==> config.mk <==
export PLATFORM = sky130hd
export DESIGN_NAME = cpuif_ack
export DESIGN_NICKNAME = d
export VERILOG_FILES = /design/src/rtl/cpuif_pkg.sv /design/src/rtl/cpuif_decode.sv /design/src/rtl/cpuif_core_slot.sv /design/src/rtl/cpuif_eoi.sv /design/src/rtl/cpuif_ack.sv
export SDC_FILE = /design/constraint.sdc
export NUM_CORES = 1
export LEC_CHECK = 0
export BUFFER_PORTS_ARGS = -buffer_cell sky130_fd_sc_hd__buf_2
export CORE_ASPECT_RATIO = 2
export CORE_MARGIN = 5
export CORE_UTILIZATION = 54
export DETAILED_ROUTE_END_ITERATION = 6
export GPL_TIMING_DRIVEN = 0
export PLACE_DENSITY = 0.95
export SYNTH_ARGS = -nofsm -noshare
export SYNTH_HDL_FRONTEND = slang
export SYNTH_SLANG_ARGS = --single-unit
==> constraint.sdc <==
create_clock -name clk -period 3.8 [get_ports clk]
set_input_delay 0.19 -clock clk [delete_from_list [all_inputs] [get_ports clk]]
set_output_delay 0.19 -clock clk [all_outputs]
set_load 0.01 [all_outputs]
==> src/rtl/cpuif_pkg.sv <==
package cpuif_pkg;
  localparam int ID_W     = 10;
  localparam int SRC_W    = 3;
  localparam int SRC_LSB  = 10;
  localparam int BPR_W    = 3;
  localparam int SGI_LIM  = 16;
  localparam logic [ID_W-1:0] SPUR_ID = 10'd1023;

  localparam logic [7:0] OFF_CTL   = 8'h00;
  localparam logic [7:0] OFF_PMR   = 8'h04;
  localparam logic [7:0] OFF_BPR   = 8'h08;
  localparam logic [7:0] OFF_ACK   = 8'h0C;
  localparam logic [7:0] OFF_EOI   = 8'h10;
  localparam logic [7:0] OFF_RPR   = 8'h14;
  localparam logic [7:0] OFF_IDENT = 8'h1C;

  typedef enum logic [2:0] {
    REG_NONE, REG_CTL, REG_PMR, REG_BPR, REG_ACK, REG_EOI, REG_RPR, REG_IDENT
  } reg_e;
endpackage

==> src/rtl/cpuif_decode.sv <==
module cpuif_decode
  import cpuif_pkg::*;
#(
  parameter int ADDR_W = 8
) (
  input  logic [ADDR_W-1:0] addr,
  input  logic              wr,
  output reg_e              sel,
  output logic              err
);
  always_comb begin
    sel = REG_NONE;
    err = 1'b0;
    case (addr)
      ADDR_W'(OFF_CTL):   sel = REG_CTL;
      ADDR_W'(OFF_PMR):   sel = REG_PMR;
      ADDR_W'(OFF_BPR):   sel = REG_BPR;
      ADDR_W'(OFF_ACK):   if (!wr) sel = REG_ACK;   else err = 1'b1;
      ADDR_W'(OFF_EOI):   if (wr)  sel = REG_EOI;   else err = 1'b1;
      ADDR_W'(OFF_RPR):   if (!wr) sel = REG_RPR;   else err = 1'b1;
      ADDR_W'(OFF_IDENT): if (!wr) sel = REG_IDENT; else err = 1'b1;
      default:            err = 1'b1;
    endcase
  end
endmodule

==> src/rtl/cpuif_core_slot.sv <==
module cpuif_core_slot
  import cpuif_pkg::*;
#(
  parameter int PRI_W = 8
) (
  input  logic             clk,
  input  logic             rst_n,
  input  logic             wr_ctl,
  input  logic             wr_pmr,
  input  logic             wr_bpr,
  input  logic [PRI_W-1:0] wdata,
  input  logic             ack_take,
  input  logic             hp_load,
  input  logic [ID_W-1:0]  hp_id,
  input  logic [SRC_W-1:0] hp_src,
  output logic             en,
  output logic [PRI_W-1:0] pmr,
  output logic [BPR_W-1:0] bpr,
  output logic [ID_W-1:0]  rec_id,
  output logic [SRC_W-1:0] rec_src,
  output logic             irq
);
  logic             en_d;
  logic [PRI_W-1:0] pmr_d;
  logic [BPR_W-1:0] bpr_d;
  logic [ID_W-1:0]  id_d;
  logic [SRC_W-1:0] src_d;
  logic             irq_d;
  logic             rec_ce;

  always_comb begin
    en_d   = wr_ctl ? wdata[0] : en;
    pmr_d  = wr_pmr ? wdata : pmr;
    bpr_d  = wr_bpr ? wdata[BPR_W-1:0] : bpr;
    rec_ce = ack_take | hp_load;
    // acknowledge consumes the record and wins over a same-cycle load
    if (ack_take) begin
      id_d  = SPUR_ID;
      src_d = '0;
      irq_d = 1'b0;
    end else begin
      id_d  = hp_id;
      src_d = hp_src;
      irq_d = (hp_id != SPUR_ID);
    end
  end

  always_ff @(posedge clk or negedge rst_n) begin
    if (!rst_n) begin
      en      <= 1'b0;
      pmr     <= '0;
      bpr     <= '0;
      rec_id  <= SPUR_ID;
      rec_src <= '0;
      irq     <= 1'b0;
    end else begin
      en  <= en_d;
      pmr <= pmr_d;
      bpr <= bpr_d;
      if (rec_ce) begin
        rec_id  <= id_d;
        rec_src <= src_d;
        irq     <= irq_d;
      end
    end
  end
endmodule

==> src/rtl/cpuif_eoi.sv <==
module cpuif_eoi
  import cpuif_pkg::*;
#(
  parameter int CORE_W = 2
) (
  input  logic                     clk,
  input  logic                     rst_n,
  input  logic                     eoi_go,
  input  logic [CORE_W-1:0]        core,
  input  logic [SRC_LSB+SRC_W-1:0] wdata,
  output logic [63:0]              sgi_mask,
  output logic                     act_vld,
  output logic [ID_W-1:0]          act_id
);
  logic [ID_W-1:0]  id;
  logic [SRC_W-1:0] src;
  logic [5:0]       bit_idx;
  logic             is_sgi;
  logic [63:0]      mask_d;
  logic             act_d;
  logic [ID_W-1:0]  aid_d;

  always_comb begin
    id      = wdata[ID_W-1:0];
    src     = wdata[SRC_LSB +: SRC_W];
    is_sgi  = (id < ID_W'(SGI_LIM));
    // index = requesting core + 8 * source core
    bit_idx = {src, 3'(core)};
    mask_d  = (eoi_go && is_sgi) ? (64'd1 << bit_idx) : 64'd0;
    act_d   = eoi_go && !is_sgi;
    aid_d   = act_d ? id : '0;
  end

  always_ff @(posedge clk or negedge rst_n) begin
    if (!rst_n) begin
      sgi_mask <= '0;
      act_vld  <= 1'b0;
      act_id   <= '0;
    end else begin
      sgi_mask <= mask_d;
      act_vld  <= act_d;
      act_id   <= aid_d;
    end
  end
endmodule

==> src/rtl/cpuif_ack.sv <==
module cpuif_ack
  import cpuif_pkg::*;
#(
  parameter int NUM_CORES = 4,
  parameter int PRI_W     = 8,
  parameter int ADDR_W    = 8,
  localparam int CORE_W   = $clog2(NUM_CORES)
) (
  input  logic                          clk,
  input  logic                          rst_n,
  input  logic                          dist_en,
  input  logic                          acc_valid,
  input  logic                          acc_write,
  input  logic [CORE_W-1:0]             acc_core,
  input  logic [ADDR_W-1:0]             acc_addr,
  input  logic [31:0]                   acc_wdata,
  input  logic [NUM_CORES-1:0]          hp_load,
  input  logic [NUM_CORES*ID_W-1:0]     hp_id,
  input  logic [NUM_CORES*SRC_W-1:0]    hp_src,
  input  logic [NUM_CORES*PRI_W-1:0]    run_pri,
  output logic                          rsp_valid,
  output logic [31:0]                   rsp_rdata,
  output logic                          rsp_err,
  output logic [NUM_CORES-1:0]          irq_out,
  output logic                          reeval,
  output logic [63:0]                   sgi_clr_mask,
  output logic                          act_clr_vld,
  output logic [ID_W-1:0]               act_clr_id
);
  localparam int PAD_W = 32 - ID_W - SRC_W;

  reg_e             sel;
  logic             dec_err;
  logic [NUM_CORES-1:0] en_v;
  logic [PRI_W-1:0] pmr_v  [NUM_CORES];
  logic [BPR_W-1:0] bpr_v  [NUM_CORES];
  logic [ID_W-1:0]  id_v   [NUM_CORES];
  logic [SRC_W-1:0] src_v  [NUM_CORES];
  logic [NUM_CORES-1:0] ack_take;
  logic             gate_open;
  logic             en_after;
  logic [31:0]      rd_d;
  logic             reeval_d;
  logic             eoi_go;

  cpuif_decode #(.ADDR_W(ADDR_W)) u_dec (
    .addr(acc_addr), .wr(acc_write), .sel(sel), .err(dec_err)
  );

  assign gate_open = dist_en & en_v[acc_core];
  assign eoi_go    = acc_valid & acc_write & (sel == REG_EOI);

  generate
    for (genvar c = 0; c < NUM_CORES; c++) begin : g_slot
      logic hit;
      assign hit         = acc_valid & (acc_core == CORE_W'(c));
      assign ack_take[c] = hit & !acc_write & (sel == REG_ACK) & gate_open;
      cpuif_core_slot #(.PRI_W(PRI_W)) u_slot (
        .clk     (clk),
        .rst_n   (rst_n),
        .wr_ctl  (hit & acc_write & (sel == REG_CTL)),
        .wr_pmr  (hit & acc_write & (sel == REG_PMR)),
        .wr_bpr  (hit & acc_write & (sel == REG_BPR)),
        .wdata   (acc_wdata[PRI_W-1:0]),
        .ack_take(ack_take[c]),
        .hp_load (hp_load[c]),
        .hp_id   (hp_id[c*ID_W +: ID_W]),
        .hp_src  (hp_src[c*SRC_W +: SRC_W]),
        .en      (en_v[c]),
        .pmr     (pmr_v[c]),
        .bpr     (bpr_v[c]),
        .rec_id  (id_v[c]),
        .rec_src (src_v[c]),
        .irq     (irq_out[c])
      );
    end
  endgenerate

  cpuif_eoi #(.CORE_W(CORE_W)) u_eoi (
    .clk     (clk),
    .rst_n   (rst_n),
    .eoi_go  (eoi_go),
    .core    (acc_core),
    .wdata   (acc_wdata[SRC_LSB+SRC_W-1:0]),
    .sgi_mask(sgi_clr_mask),
    .act_vld (act_clr_vld),
    .act_id  (act_clr_id)
  );

  always_comb begin
    rd_d = '0;
    if (acc_valid && !acc_write) begin
      case (sel)
        REG_CTL:  rd_d = {31'd0, en_v[acc_core]};
        REG_PMR:  rd_d = 32'(pmr_v[acc_core]);
        REG_BPR:  rd_d = 32'(bpr_v[acc_core]);
        REG_ACK:  rd_d = gate_open ? {{PAD_W{1'b0}}, src_v[acc_core], id_v[acc_core]}
                                   : 32'(SPUR_ID);
        REG_RPR:  rd_d = 32'(run_pri[acc_core*PRI_W +: PRI_W]);
        default:  rd_d = '0;
      endcase
    end
    en_after = (sel == REG_CTL && acc_write) ? acc_wdata[0] : en_v[acc_core];
    reeval_d = acc_valid && !dec_err &&
               ((acc_write && en_after) || (|ack_take));
  end

  always_ff @(posedge clk or negedge rst_n) begin
    if (!rst_n) begin
      rsp_valid <= 1'b0;
      rsp_rdata <= '0;
      rsp_err   <= 1'b0;
      reeval    <= 1'b0;
    end else begin
      rsp_valid <= acc_valid;
      rsp_rdata <= rd_d;
      rsp_err   <= acc_valid & dec_err;
      reeval    <= reeval_d;
    end
  end
endmodule

==> impl_metrics.tcl, run 1 <==
set metrics [dict create \
    grt_pass1_vias 6523 \
    ctsResizeCount 0 \
    cts_max_level 4 \
    grt_overflow 0 \
    clk_pin_slew_ps 80 \
    setup_violations 0 \
    hold_path.class "in -> reg" \
    slew_headroom_pct 24.15 \
    worst-setup-path-type "in -> reg" \
    ys_async_sr_fraction_pct 100.0 \
    avgSynthCellArea_um2 12.64 \
    min_period_over_period_pct 65.17 \
    synth_cells 610 \
    critPathSlowestCell "nor4_2" \
    cap_violations 0 \
    pin_count 249 \
    die_w_um 94.49 \
    synth_seq_area_share_pct 53.55 \
    tritoncts "done" \
    cp_top_family "simple AND/OR/NAND/NOR gates" \
    clk_latency_ps 430 \
    core_area_um2 13970 \
    violations "hold timing" \
    arrival_ps 2820 \
    worstMarginPinSlew_ps 1122 \
    worst-path-buf-inv 2 \
    yosys-top-cells-area "dfrtp_1 40%, dfstp_2 14%, mux4_2 9.6%" \
    drt-initial-drc-count 492 \
    drive_above_1_share_pct 44.94 \
    synth-main-ff-cell "dfrtp_1" \
    start_util_pct 55.20 \
    port_buffers 171 \
    hold_viol 1 \
    synth_area_um2 7710 \
    clock-sinks 163 \
    post-route-drc-count 0 \
    antenna_found_initial 5 \
    path_cells "dlygate4sd3_1 > buf_2 > or4_1 > nor4_2 > nand4_1 > nor2_1" \
    place_hpwl_mm 16.57 \
    yosysMostFrequentCell "dfrtp_1" \
    slew_violations 0 \
    via_per_inst 5.722 \
    outcome "finished, violations left" \
    worst_slack_ps 1324 \
    rsz0062_at_grt "false" \
    drt_pass1_iterations 6 \
    area_growth_pct 27.33 \
    fmax_ghz 0.4038 \
    synth_top_cell_by_area "dfrtp_1" \
    fin_crit_ps 2476 \
    wl_per_cell_um 21.16 \
    die_h_um 179.0 \
    clock_path_buffers 2 \
    ys_seq_elements 163 \
    hold_buffers 15 \
    netlist.area_leader.share_pct 39.92 \
    synth_warnings 0 \
    holdWs_ps -0.7480 \
    cpPeakStageDelay_ps 700 \
    rows 61 \
    synth.top_cells.by_count "123 x dfrtp_1, 55 x buf_4, 54 x nor2_1" \
    postCtsSetupBuffers 0 \
    grt_start_max_net_pins 100 \
    crit_path_end_kind "register" \
    synth-edff-count 0 \
    dieArea_um2 16910 \
    ys_types 47 \
    numCtsBuffers 17 \
    finalSetupTns_ps 0 \
    start_kind "input pin" \
    final_nets 1001 \
    worstPathMaxFanout 8 \
    powerDensity_nw_per_um2 418.8 \
    routabilityCongestion 0.9077 \
    power_leakage_nw 4.983 \
    vdd_drop_max_mv 0.3531 \
    grt_pass1_wl_mm 34.29 \
    grt_usage_pct 27.36 \
    drt_wl_total_mm 22.67 \
    final_antenna_net_count 0 \
    root_buffer "clkbuf_16" \
    cp.required_ps 4140 \
    finClkSkew_ps 7.376 \
    vias 6128 \
    place_ws_ps 1269 \
]
## metrics by stage
stage	instances	hold slack (ps)	utilization, %	area [um2]	power, mW
after floorplan	660	-105.6	-	7898	2.126
after global placement	1020	408.1	64.36	8990	2.280
after detailed placement	1021	212.3	64.61	9024	2.305
after CTS	1068	0.003941	70.23	9809	4.107
after global routing	1071	2.845	70.29	9817	4.233
final	1071	-0.7480	70.29	9817	4.111
## sequential cells by signal (all words and copies together), names as in the netlist
| name | count |
|---|---|
| g_slot.u_slot.bpr | 12 |
| g_slot.u_slot.en | 4 |
| g_slot.u_slot.irq | 4 |
| g_slot.u_slot.pmr | 32 |
| g_slot.u_slot.rec_id | 40 |
| g_slot.u_slot.rec_src | 12 |
| reeval | 1 |
| rsp_err | 1 |
| rsp_rdata | 13 |
| rsp_valid | 1 |
| u_eoi.act_id | 10 |
| u_eoi.act_vld | 1 |
| u_eoi.sgi_mask | 32 |
## kinds of logic (layout without fill, tap and decap cells)
logic type	after synthesis	count (layout)	share of synthesized area, %
buf+inv	88	307	7.011
flops	163	163	53.55
simple gates	187	187	12.63
other cells	1	54	0.04864
mux	134	134	23.53
compound gates	37	37	3.229
## area by class of cell
type / instances / area, um2
fillers: 898 / 4150
flip-flops and latches: 163 / 4129
multi-input cells: 409 / 3228
repair buffers: 187 / 1040
plain buffers: 86 / 533.0
clock buffers: 17 / 425.4
well taps: 189 / 236.5
clock inverters: 15 / 210.2
inverters: 2 / 7.507
diodes: 3 / 7.507
## report_power, final
| group | internal, mW | switching [mW] | total (mW) |
|---|---|---|---|
| Sequential | 1.83 | 0.0389 | 1.87 |
| Clock | 0.962 | 0.846 | 1.81 |
| Combinational | 0.203 | 0.234 | 0.437 |
| Total | 2.99 | 1.12 | 4.11 |
## cell usage in the layout (no fill, tap or decap), types with 6 or more instances in the layout
master and n:
nand2_1 50, buf_2 172, mux2_2 48, and2_1 12, clkbuf_1 25, dlygate4sd3_1 15, clkbuf_16 17, dfrtp_1 123
clkinv_8 6, nand3_1 11, dfstp_2 40, conb_1 51, nand4_1 13, mux4_2 33, a22oi_1 8, a21oi_1 6
mux2i_1 53, buf_4 55, nor2_1 54, o21ai_0 10
## path summary, 6_finish.rpt
check	end	slack [ps]	cells after the start	startpoint
max in group asynchronous	g_slot[0].u_slot.rec_id[7]	2570	3	rst_n
min reg2reg	g_slot[0].u_slot.pmr[3]	510	1	g_slot[0].u_slot.pmr[3]
min in group asynchronous	g_slot[3].u_slot.rec_src[1]	310	2	rst_n
min	g_slot[1].u_slot.rec_id[1]	-0.7	3	hp_id[11]
max	u_eoi.sgi_mask[35]	1320	6	acc_wdata[9]
max reg2reg	rsp_rdata[7]	1780	5	g_slot[3].u_slot.en
## worst min-delay path, stage by stage
cell and delay (ps):
buf_2 90, mux2i_1 60, nand2_1 60
## metal layers
metal	part of all wire (%)	vias to the layer above	routed length [um]	track usage, %
met5	0.084	-	19	0
met3	8.6	111	1955	6.762
met2	54	401	12260	50.15
met4	5.3	4	1193	15.24
li1	-	2598	-	-
met1	32	3014	7240	27.60
Note: power is estimated with default switching activity, not from simulation.
==> inputs of run 2 (changes only) <==
--- a/config.mk
+++ b/config.mk
@@ -8,10 +8,10 @@
 export BUFFER_PORTS_ARGS = -buffer_cell sky130_fd_sc_hd__buf_2
 export CORE_ASPECT_RATIO = 2
 export CORE_MARGIN = 5
-export CORE_UTILIZATION = 54
+export CORE_UTILIZATION = 46
 export DETAILED_ROUTE_END_ITERATION = 6
 export GPL_TIMING_DRIVEN = 0
-export PLACE_DENSITY = 0.95
+export PLACE_DENSITY = 0.87
 export SYNTH_ARGS = -nofsm -noshare
 export SYNTH_HDL_FRONTEND = slang
 export SYNTH_SLANG_ARGS = --single-unit
==> constraint.sdc (replaced) <==
create_clock -name clk -period 2.1 [get_ports clk]
set_input_delay 0.105 -clock clk [delete_from_list [all_inputs] [get_ports clk]]
set_output_delay 0.105 -clock clk [all_outputs]
set_load 0.01 [all_outputs]
==> impl_metrics.tcl, run 2 (synthesis results as in run 1) <==
set metrics [dict create \
    layout_common_cells "172 x buf_2, 123 x dfrtp_1, 63 x dlygate4sd3_1" \
    wl_per_cell_um 20.14 \
    cts_max_level 4 \
    worst-setup-path-type "in -> reg" \
    fillCellCount 1237 \
    clk_pin_slew_ps 70 \
    drt_wl_total_mm 22.86 \
    grt_start_max_net_pins 94 \
    p_sw_mw 1.883 \
    p_seq_share_pct 45.8 \
    cap_violations 0 \
    vias 6175 \
    p_int_mw 5.517 \
    final_antenna_net_count 0 \
    numCtsBuffers 17 \
    seqCellArea_um2 4129 \
    slew_headroom_pct 22.30 \
    start_kind "input pin" \
    worstMarginPinSlew_ps 1150 \
    final_nets 1049 \
    start_util_pct 46.45 \
    root_buffer "clkbuf_16" \
    crit_path_end_kind "register" \
    fmax_ghz 0.4814 \
    slew_violations 0 \
    power_frac_comb_pct 11.7 \
    clk_latency_ps 430 \
    hold_viol 0 \
    top_regs "g_slot.u_slot.rec_id (40), g_slot.u_slot.pmr (32), u_eoi.sgi_mask (32)" \
    finClkSkew_ps 8.365 \
    clock-sinks 163 \
    core_area_um2 16600 \
    final_common_cell "buf_2" \
    min_period_over_period_pct 98.92 \
    p_sw_share_pct 25.44 \
    port_buffers 171 \
    post-route-drc-count 0 \
    die_h_um 193.1 \
    multi_input_area_um2 3237 \
    via_per_inst 5.441 \
    holdWs_ps 7.090 \
    largest_register "g_slot.u_slot.rec_id" \
    grt_pass1_vias 6476 \
    power_leakage_nw 5.169 \
    rows 67 \
    setup_violations 0 \
    clock_path_buffers 2 \
    largest_reg_flops 40 \
    cp.required_ps 2420 \
    place_ws_ps -385.4 \
    vdd_drop_max_mv 0.7249 \
    die_w_um 101.5 \
    tritoncts "done" \
    outcome "finished clean" \
    antenna_found_initial 1 \
    fin_crit_ps 2077 \
    grt_usage_pct 23.40 \
    arrival_ps 2390 \
    drive_above_1_share_pct 42.83 \
    drt-initial-drc-count 436 \
    routabilityCongestion 0.8540 \
    pin_count 249 \
    dieArea_um2 19610 \
    grt_pass1_wl_mm 34.56 \
    area_growth_pct 33.41 \
    clkPwrFrac_pct 42.6 \
    powerDensity_nw_per_um2 719.5 \
    hold_path.class "in -> reg" \
    rsz0062_at_grt "false" \
    place_hpwl_mm 15.99 \
    worstPathMaxFanout 10 \
    drt_pass1_iterations 5 \
    worst_slack_ps 22.63 \
    grt_overflow 0 \
]
[run 2: repair_timing]
action	in CTS	in global routing
gates resized for setup	0	5
endpoints found under the setup margin	0	33
hold buffers	63	0
hold endpoints to repair	147	0
buffers inserted	0	0
[run 2: metal layers]
layer	up-vias	wire, um	GRT usage, %
li1	2693	-	-
met1	3034	8149	27.67
met2	381	11750	39.28
met3	67	2154	6.122
met4	0	807	11.16
met5	-	0	0
[run 2: path summary, 6_finish.rpt]
kind / endpoint / start / depth (start not counted) / slack (ps)
worst max register to register: rsp_rdata[0] / g_slot[3].u_slot.en / 5 / 180
worst min-delay path: u_eoi.act_id[1] / acc_wdata[1] / 2 / 7
min in group asynchronous: u_eoi.sgi_mask[17] / rst_n / 2 / 230
worst min register to register: g_slot[3].u_slot.pmr[3] / g_slot[3].u_slot.pmr[3] / 1 / 500
max in group asynchronous: g_slot[3].u_slot.rec_id[9] / rst_n / 3 / 1000
worst max-delay path: g_slot[3].u_slot.bpr[2] / acc_addr[2] / 6 / 20
[run 2: worst max-delay path: stages]
cell and delay [ps]:
buf_2 130, clkbuf_1 220, nor4b_1 710, nor3b_1 550, and2b_1 310, mux2_2 370
[run 2: cell type report]
type / count / share of cell area (%)
repair buffers: 235 / 14.78
multi-input cells: 409 / 31.47
flip-flops and latches: 163 / 40.14
inverters: 2 / 0.07298
plain buffers: 86 / 5.206
clock inverters: 15 / 1.654
clock buffers: 17 / 4.136
well taps: 207 / 2.518
diodes: 1 / 0.02433
[run 2: power groups by stage]
stage | registers [mW] | logic (mW) | clock network [mW]
after CTS | 3.38 | 0.843 | 3.17
after global placement | 3.43 | 0.708 | 0
after floorplan | 3.40 | 0.448 | 0
final | 3.39 | 0.863 | 3.15
after detailed placement | 3.44 | 0.744 | 0
after global routing | 3.39 | 0.939 | 3.30
[run 2: through the flow]
step | instance area, um2 | util (%) | cells | power (mW) | TNS [ps]
final | 10290 | 61.97 | 1135 | 7.400 | 0
after global placement | 9012 | 54.30 | 1038 | 4.135 | -178540
after floorplan | 7898 | - | 660 | 3.848 | 0
after CTS | 10270 | 61.89 | 1134 | 7.393 | 0
after detailed placement | 9046 | 54.50 | 1039 | 4.179 | -10670
after global routing | 10290 | 61.97 | 1135 | 7.628 | 0
